`config.mk`:
```
export PLATFORM = sky130hd
export DESIGN_NAME = lcd_mux_seq
export DESIGN_NICKNAME = d
export VERILOG_FILES = /design/src/rtl/lcd_mux_pkg.sv /design/src/rtl/lcd_slot_ctr.sv /design/src/rtl/lcd_slot_decode.sv /design/src/rtl/lcd_frame_latch.sv /design/src/rtl/lcd_level_map.sv /design/src/rtl/lcd_mux_seq.sv
export SDC_FILE = /design/constraint.sdc
export NUM_CORES = 1
export LEC_CHECK = 0
export ABC_AREA = 1
export BUFFER_PORTS_ARGS = -buffer_cell sky130_fd_sc_hd__buf_2
export CORE_MARGIN = 3
export CORE_UTILIZATION = 50
export CTS_CLUSTER_DIAMETER = 60
export DETAILED_ROUTE_END_ITERATION = 8
export PLACE_DENSITY = 0.77
export SYNTH_ARGS = -nofsm -noshare
export SYNTH_HDL_FRONTEND = slang
export SYNTH_SLANG_ARGS = --single-unit
export TNS_END_PERCENT = 1
```
`constraint.sdc`:
```
create_clock -name clk -period 6.35 [get_ports clk]
set_input_delay 1.27 -clock clk [delete_from_list [all_inputs] [get_ports clk]]
set_output_delay 1.27 -clock clk [all_outputs]
set_load 0.1 [all_outputs]
```
`src/rtl/lcd_mux_pkg.sv`:
```
package lcd_mux_pkg;

  localparam int LVW = 3;
  typedef logic [LVW-1:0] lvl_t;

  localparam lvl_t LV_GND = 3'd0;
  localparam lvl_t LV_LO  = 3'd1;
  localparam lvl_t LV_REF = 3'd2;
  localparam lvl_t LV_HI  = 3'd3;
  localparam lvl_t LV_TOP = 3'd4;

  // Tap for a common electrode given strobe state and polarity
  function automatic lvl_t com_code(input logic strobed, input logic neg,
                                    input logic third);
    lvl_t c;
    if (strobed)     c = neg ? LV_GND : LV_TOP;
    else if (!third) c = LV_REF;
    else             c = neg ? LV_HI : LV_LO;
    return c;
  endfunction

  // Tap for a segment line given its bit and the strobe polarity
  function automatic lvl_t seg_code(input logic on, input logic neg,
                                    input logic third);
    lvl_t c;
    if (!third) c = (on ^ neg) ? LV_LO : LV_HI;
    else if (on) c = neg ? LV_TOP : LV_GND;
    else         c = neg ? LV_LO : LV_HI;
    return c;
  endfunction

endpackage

```
`src/rtl/lcd_slot_ctr.sv`:
```
module lcd_slot_ctr #(
  parameter int NCOM = 4,
  localparam int SW = $clog2(2*NCOM)
) (
  input  logic          clk,
  input  logic          rst,
  input  logic          tick,
  output logic [SW-1:0] slot,
  output logic          at_start
);
  localparam logic [SW-1:0] LAST = SW'(2*NCOM-1);

  logic [SW-1:0] cnt_q;

  always_ff @(posedge clk) begin
    if (rst)       cnt_q <= '0;
    else if (tick) cnt_q <= (cnt_q == LAST) ? '0 : cnt_q + 1'b1;
  end

  assign slot     = cnt_q;
  assign at_start = (cnt_q == '0);

  AST_SLOT_RANGE: assert property (@(posedge clk) disable iff (rst)
    cnt_q <= LAST);
  AST_SLOT_HOLD: assert property (@(posedge clk) disable iff (rst)
    !tick |=> $stable(cnt_q));

endmodule

```
`src/rtl/lcd_slot_decode.sv`:
```
module lcd_slot_decode #(
  parameter int NCOM = 4,
  localparam int SW = $clog2(2*NCOM),
  localparam int CW = $clog2(NCOM)
) (
  input  logic [SW-1:0] slot,
  input  logic          pair,
  output logic [CW-1:0] com_idx,
  output logic          neg
);
  localparam logic [SW-1:0] NC_S = SW'(NCOM);

  logic [SW-1:0] half_slot;

  always_comb begin
    half_slot = slot >> 1;
    if (pair) begin
      neg     = slot[0];
      com_idx = CW'(half_slot);
    end else begin
      neg     = (slot >= NC_S);
      com_idx = neg ? CW'(slot - NC_S) : CW'(slot);
    end
  end

endmodule

```
`src/rtl/lcd_frame_latch.sv`:
```
module lcd_frame_latch #(
  parameter int NCOM = 4,
  parameter int NSEG = 8,
  localparam int CW = $clog2(NCOM)
) (
  input  logic                 clk,
  input  logic                 rst,
  input  logic                 load,
  input  logic [NCOM*NSEG-1:0] d_bits,
  input  logic                 d_pair,
  input  logic                 d_third,
  input  logic [CW-1:0]        rd_idx,
  output logic [NSEG-1:0]      rd_row,
  output logic                 pair_q,
  output logic                 third_q
);
  logic [NCOM-1:0][NSEG-1:0] rows_q;

  always_ff @(posedge clk) begin
    if (rst) begin
      rows_q  <= '0;
      pair_q  <= 1'b0;
      third_q <= 1'b0;
    end else if (load) begin
      rows_q  <= d_bits;
      pair_q  <= d_pair;
      third_q <= d_third;
    end
  end

  assign rd_row = rows_q[rd_idx];

  AST_FRAME_HOLD: assert property (@(posedge clk) disable iff (rst)
    !load |=> ($stable(rows_q) && $stable(pair_q) && $stable(third_q)));

endmodule

```
`src/rtl/lcd_level_map.sv`:
```
module lcd_level_map
  import lcd_mux_pkg::*;
#(
  parameter int NCOM = 4,
  parameter int NSEG = 8,
  localparam int CW = $clog2(NCOM)
) (
  input  logic [CW-1:0]       com_idx,
  input  logic                neg,
  input  logic                third,
  input  logic [NSEG-1:0]     row,
  output logic [NCOM*LVW-1:0] com_codes,
  output logic [NSEG*LVW-1:0] seg_codes
);
  for (genvar k = 0; k < NCOM; k++) begin : g_com
    assign com_codes[k*LVW +: LVW] = com_code(com_idx == CW'(k), neg, third);
  end

  for (genvar j = 0; j < NSEG; j++) begin : g_seg
    assign seg_codes[j*LVW +: LVW] = seg_code(row[j], neg, third);
  end

endmodule

```
`src/rtl/lcd_mux_seq.sv`:
```
module lcd_mux_seq
  import lcd_mux_pkg::*;
#(
  parameter int NCOM = 4,
  parameter int NSEG = 8,
  localparam int SW = $clog2(2*NCOM),
  localparam int CW = $clog2(NCOM)
) (
  input  logic                 clk,
  input  logic                 rst,
  input  logic                 slot_tick,
  input  logic                 ord_pair,
  input  logic                 third_sel,
  input  logic [NCOM*NSEG-1:0] seg_bits,
  output logic [NCOM*3-1:0]    com_lvl,
  output logic [NSEG*3-1:0]    seg_lvl
);
  logic [SW-1:0]       slot;
  logic                at_start;
  logic                load;
  logic                pair_q, third_q, use_pair, use_third;
  logic [CW-1:0]       com_idx;
  logic                neg;
  logic [NSEG-1:0]     row_q, row_live, row;
  logic [NCOM*LVW-1:0] com_nx, com_q;
  logic [NSEG*LVW-1:0] seg_nx, seg_q;
  logic                started_q;

  lcd_slot_ctr #(.NCOM(NCOM)) u_ctr (
    .clk(clk), .rst(rst), .tick(slot_tick), .slot(slot), .at_start(at_start)
  );

  assign load      = slot_tick && at_start;
  // Slot 0 uses the inputs directly, as they are being captured on this edge
  assign use_pair  = at_start ? ord_pair  : pair_q;
  assign use_third = at_start ? third_sel : third_q;

  lcd_slot_decode #(.NCOM(NCOM)) u_dec (
    .slot(slot), .pair(use_pair), .com_idx(com_idx), .neg(neg)
  );

  lcd_frame_latch #(.NCOM(NCOM), .NSEG(NSEG)) u_fb (
    .clk(clk), .rst(rst), .load(load), .d_bits(seg_bits),
    .d_pair(ord_pair), .d_third(third_sel), .rd_idx(com_idx),
    .rd_row(row_q), .pair_q(pair_q), .third_q(third_q)
  );

  assign row_live = seg_bits[int'(com_idx)*NSEG +: NSEG];
  assign row      = at_start ? row_live : row_q;

  lcd_level_map #(.NCOM(NCOM), .NSEG(NSEG)) u_map (
    .com_idx(com_idx), .neg(neg), .third(use_third), .row(row),
    .com_codes(com_nx), .seg_codes(seg_nx)
  );

  always_ff @(posedge clk) begin
    if (rst) begin
      com_q     <= {NCOM{LV_REF}};
      seg_q     <= {NSEG{LV_REF}};
      started_q <= 1'b0;
    end else if (slot_tick) begin
      com_q     <= com_nx;
      seg_q     <= seg_nx;
      started_q <= 1'b1;
    end
  end

  assign com_lvl = com_q;
  assign seg_lvl = seg_q;

  logic [NCOM-1:0] strobe_mask;
  for (genvar k = 0; k < NCOM; k++) begin : g_mask
    assign strobe_mask[k] = (com_q[k*LVW +: LVW] == LV_TOP) ||
                            (com_q[k*LVW +: LVW] == LV_GND);
  end

  AST_IDLE_AT_REF: assert property (@(posedge clk) disable iff (rst)
    !started_q |-> (com_q == {NCOM{LV_REF}} && seg_q == {NSEG{LV_REF}}));
  AST_SINGLE_STROBE: assert property (@(posedge clk) disable iff (rst)
    started_q |-> $countones(strobe_mask) == 1);
  AST_HOLD_BETWEEN_TICKS: assert property (@(posedge clk) disable iff (rst)
    !slot_tick |=> ($stable(com_q) && $stable(seg_q)));

endmodule

```
-- Word level (Yosys, flattened, before mapping)
Cells that the tools add are included.
- flip-flop bits (word level): 73
- latch bits: 0
- bits in writable memories: 0
- ROM bits: 0
- input port bits: 37
- output and inout bits: 36
- memories kept: 0
- add/sub/neg operators: 2
- multiply operators: 0
- div/mod/pow operators: 0
- order comparisons: 2
- equal/unequal tests: 4
- shifts and indexed selects: 1
- mux-type cells: 42
- bitwise operators: 8
- reductions and logical operators: 3
- operator list (operator ; number):
    two-way mux 3 bit ; 24
    variable part select 32 x 6 -> 8 bit ; 1
    two-way mux 2 bit ; 12
    binary-select mux 8 bit (select 2 bit) ; 1
    two-way mux 8 bit ; 2
    bitwise XOR 1 bit ; 8
    == test 2 bit (second input constant) ; 2
    adder 3 x 1 -> 3 bit (second input constant) ; 1
    == test 3 bit (second input constant) ; 1
    >= comparator 3 bit (second input constant) ; 1
    zero test 3 bit ; 1
    less-than comparator 2 x 3 -> 1 bit (second input constant) ; 1
    two-way mux 1 bit ; 3
    == test 2 x 1 -> 1 bit (second input constant) ; 1
    zero test 2 bit ; 1
    subtractor 2 x 1 -> 2 bit (second input constant) ; 1
    logical AND 1 bit ; 1

-- Depth between registers and ports, before layout
- depth in word-level cells: 9
- depth in mapped cells: 18

-- By module
A second synthesis with hierarchy kept.
- cells, all modules: 652
- area total of the unflattened synthesis: 4365.4 µm²
- modules (own cells, without submodules) (module ; times used ; cells each ; area an instance (µm²) ; seq. area each (µm²)):
    lcd_frame_latch ; 1 ; 242 ; 1825.5 ; 680.7
    lcd_mux_seq ; 1 ; 284 ; 1757.9 ; 720.7
    lcd_level_map ; 1 ; 93 ; 575.6 ; 0.0
    lcd_slot_ctr ; 1 ; 23 ; 168.9 ; 60.1
    lcd_slot_decode ; 1 ; 10 ; 37.5 ; 0.0

-- Least setup slack after synthesis
No wires, ideal clock.
- path type: input-to-reg
- start: in ord_pair
- end: reg seg_q[1], in the netlist seg_lvl[1]
- arrival time: 2.995 ns
- slack: 3.293 ns
- stages on the path: 9
- path buffers: 0
- path through: inv_1 > nand3_1 > nand2_2 > o21ai_1 > inv_1 > ha_1 > a211oi_1 > a21oi_1 > nand2_1
- cells in the longest elaborated chain, start to end: 8
- elaborated cells on any way between the ends: 12
- those cells by class: shift (1); mux (10); bitwise (1)
- RTL lines (item ; RTL line ; RTL):
    from (decl) ; lcd_mux_seq.sv:12 ; input logic ord_pair,
    two-way mux 1 bit (*) ; lcd_mux_seq.sv:35 ; assign use_pair = at_start ? ord_pair : pair_q;
    branches (longest 6 deep; another with variable part select 32 x 6 -> 8 bit) ; - ;
    two-way mux 3 bit (*) ; lcd_mux_pkg.sv:26 ; if (!third) c = (on ^ neg) ? LV_LO : LV_HI;
    to (signal assigned) ; lcd_mux_seq.sv:59 ; seg_q <= {NSEG{LV_REF}};
    to (signal assigned) ; lcd_mux_seq.sv:63 ; seg_q <= seg_nx;
    to (decl) ; lcd_mux_seq.sv:26 ; logic [NSEG*LVW-1:0] seg_nx, seg_q;
Every way passes the cells marked *. The select of a mux whose other input is x is not followed.
A chain may end at the register's enable or synchronous reset.

-- Final worst setup path
- start: in ord_pair
- end: reg seg_q[22], in the netlist seg_lvl[22]
The elaborated chain is that of the path after synthesis.

==> impl_results.md <==
- Worst setup margin: 3190 ps
- DR pass1 iterations: 5
- Vias per cell: 5.15
- Status: finished, final reports clean
- Fill count: 696
- DR vias: 3,761
- Sw Ratio: 42.2%
- Commonest non-fill, non-tap cell in the layout: nand2_1
- Fin crit share: 49.8%
- Post-route minimum period: 3160 ps
- Die area: 9100 um2
- Yosys cell types: 28
- Largest area contributor in the netlist: dfxtp_1
- Worst slack, placed: 2800 ps
- Rel. slew slack: 46.5%
- Crit path arrival time: 3450 ps
- Top_reg_cell synth: dfxtp_1
- Max Cap Viol: 0
- Crit path cell chain: buf_2 -> inv_1 -> nand3_1 -> nand2_2 -> o21ai_1 -> inv_1 -> ha_1 -> a211oi_1 -> a21oi_1 -> nand2_1
- Synth Register Bits: 73
- Ant diodes: 0
- Routed len/inst: 13.7 um
- Worst R2R Start: u_ctr.slot[1]
- Synth top area cells: dfxtp_1, nand2_1, inv_1
- Leakage: 2.26 nW
- Cells after Synth: 570
- Synthesized cell area: 4000 um2
- Vias in the first global route: 3,488
- # nets final: 682
- Sequential area share after synthesis: 36.6%
- Ys Warns: 0
- CP required: 6650 ps
- Yosys top cell area share: 36.6%
- DRC viols: 0
- HPWL reported at the end of detailed placement: 7.02 mm
- VDD IR max: 0.177 mV
- Initial antenna violation count: 0
- Starting DRT DRC Count: 211
- # Post-CTS Setup Buffers: 0
- Die X: 95.4 um
- Fraction of layout cells with a size suffix above 1: 21.1%
- Total negative slack: 0 ps
- Switching pwr: 0.603 mW
- Hold Crit Class: reg -> reg
- Clock sinks: 73
- Reg2Reg Depth: 12
- R2r endpoint: seg_lvl[22]
- Largest stage delay, worst path: 560 ps
- Final setup fails: 0
- RSZ-0062 raised after global routing: no
- Global Route Usage Sum: 22.9%
- CP Capture Type: flop
- CTS Buffer Depth: 2
- IO Count: 73
- Routed Antenna Nets: 0
- Clk_lat worst skew: 350 ps
- Final Hold Vio Count: 0
- PwrDens: 315 nW/um2
- Hold Path Depth: 2
- Worst path slowest cell: o21ai_1
- CTS root buf: clkbuf_8
- Final RePlAce weighted congestion: 0.805
- Post-synth EDFFs: 0
- Row count: 31
- Seq pwr share: 36.4%
- IO Port Bufs: 72
- Starting Density: 53.4%
- Core area: 7490 um2
- Clock Pin Slew Worst Setup and Hold Paths: 80 ps
- Chip height: 95.4 um
- Hold WS: 457 ps
- Fin. max-slew vios: 0
- CP Class: in -> reg
- Cts hold-fix bufs: 0
- CP Launch Type: primary input
- CTS H-tree depth: 3
- Most common cell on crit path: inv_1
- Largest net degree at the start of global routing: 52
- P_int: 0.825 mW
- Clock power share: 26.3%
- Area growth syn-to-layout: 13.5%
- Clock buffer count from CTS: 9
- WHS Endpoint: u_fb.rows_q[30]
- CP Max Fanout: 10
- Post-Syn Area per Cell: 7.01 um2
- Async SR Flop Fraction: 0%
- Congestion Overflow GR: 0
- Synth Net Count: 626
- Post-CTS resize count: 0
- First-pass GRT wire length: 16.3 mm
- Flop-to-flop setup slack: 3230 ps
- CTS tree: yes
- Hold path start: u_fb.rows_q[30]
- FMAX: 316 MHz
- Worst Skew: 6.50 ps
- Worst-Margin Slew: 800 ps
- Commonest cells after routing, fill and taps aside: nand2_1, inv_1, dfxtp_1
- Routed WL: 10.0 mm
- Logic pwr share: 37.3%
-- sequential cells by signal, summed over array words and instances (netlist names) --
signal,count
u_fb.rows_q,32
seg_lvl,24
com_lvl,12
u_ctr.slot,3
u_fb.pair_q,1
u_fb.third_q,1
-- power groups by stage --
stage	clock [mW]	combinational [mW]	sequential [mW]
global placement	0	0.516	0.529
global route	0.402	0.586	0.525
CTS	0.380	0.533	0.520
floorplan	0	0.281	0.681
detailed placement	0	0.529	0.531
finish	0.376	0.532	0.520
-- how the worst max path moves through the flow --
| stage | from | end |
|---|---|---|
| 2_1_floorplan | ord_pair | seg_lvl[1] |
| 3_3_place_gp | ord_pair | seg_lvl[16] |
| 3_5_place_dp | ord_pair | seg_lvl[22] |
| 4_1_cts | ord_pair | seg_lvl[22] |
| 5_1_grt | u_ctr.slot[1] | seg_lvl[10] |
| 6_report | ord_pair | seg_lvl[22] |
-- synth_stat cells (4+ instances only) --
cell / number
buf_2: 7
nand2_2: 13
o21ai_0: 43
ha_1: 19
buf_4: 4
a21oi_2: 8
inv_1: 83
a211oi_1: 9
buf_6: 5
a21oi_1: 62
nand3_2: 10
dfxtp_1: 73
nand3_1: 46
clkbuf_1: 14
nand2_1: 140
nor2_1: 16
-- stage by stage --
| step | utilization, % | instance area [um2] | total power [mW] | cells |
|---|---|---|---|---|
| 3_5_place_dp | 57.9 | 4330 | 1.06 | 714 |
| 6_report | 60.6 | 4540 | 1.43 | 730 |
| 2_1_floorplan | - | 4000 | 0.962 | 570 |
| 5_1_grt | 60.6 | 4540 | 1.51 | 730 |
| 4_1_cts | 60.6 | 4540 | 1.43 | 730 |
| 3_3_place_gp | 57.9 | 4330 | 1.05 | 714 |
-- logic make-up (layout without fill, tap and decap cells) --
family | after synthesis | after routing | share of synthesized area [%]
and+or+nand+nor | 234 | 234 | 27.3
AOI/OAI and AO/OA | 126 | 126 | 17.5
buffers and inverters | 118 | 179 | 12.7
DFF | 73 | 73 | 36.6
adders and majority gates | 19 | 19 | 5.95
-- worst max-delay path: cells and delay by family --
kind                     cells  cell delay, ps
adder cells (fa/ha/maj)      1             370
buffers and inverters        3             500
AND/OR/NAND/NOR              3             420
AO/OA/AOI/OAI                3             890
-- cell type report --
type	instances	area (um2)	area share [%]
Multi-Input combinational cell	379	2030	44.7
Inverter	87	332	7.31
Tap cell	99	124	2.73
Clock buffer	10	138	3.03
Sequential cell	73	1460	32.2
Clock inverter	6	65.1	1.43
Timing Repair Buffer	76	390	8.60
-- layer usage --
metal / up-vias / part of all wire, % / GRT usage, %
met4: 0 / 1.7 / 9.00
met5: - / 0 / 0
li1: 1921 / - / -
met2: 102 / 48 / 36.3
met1: 1724 / 45 / 30.7
met3: 14 / 5.2 / 4.50
(Power assumes the default switching activity.)
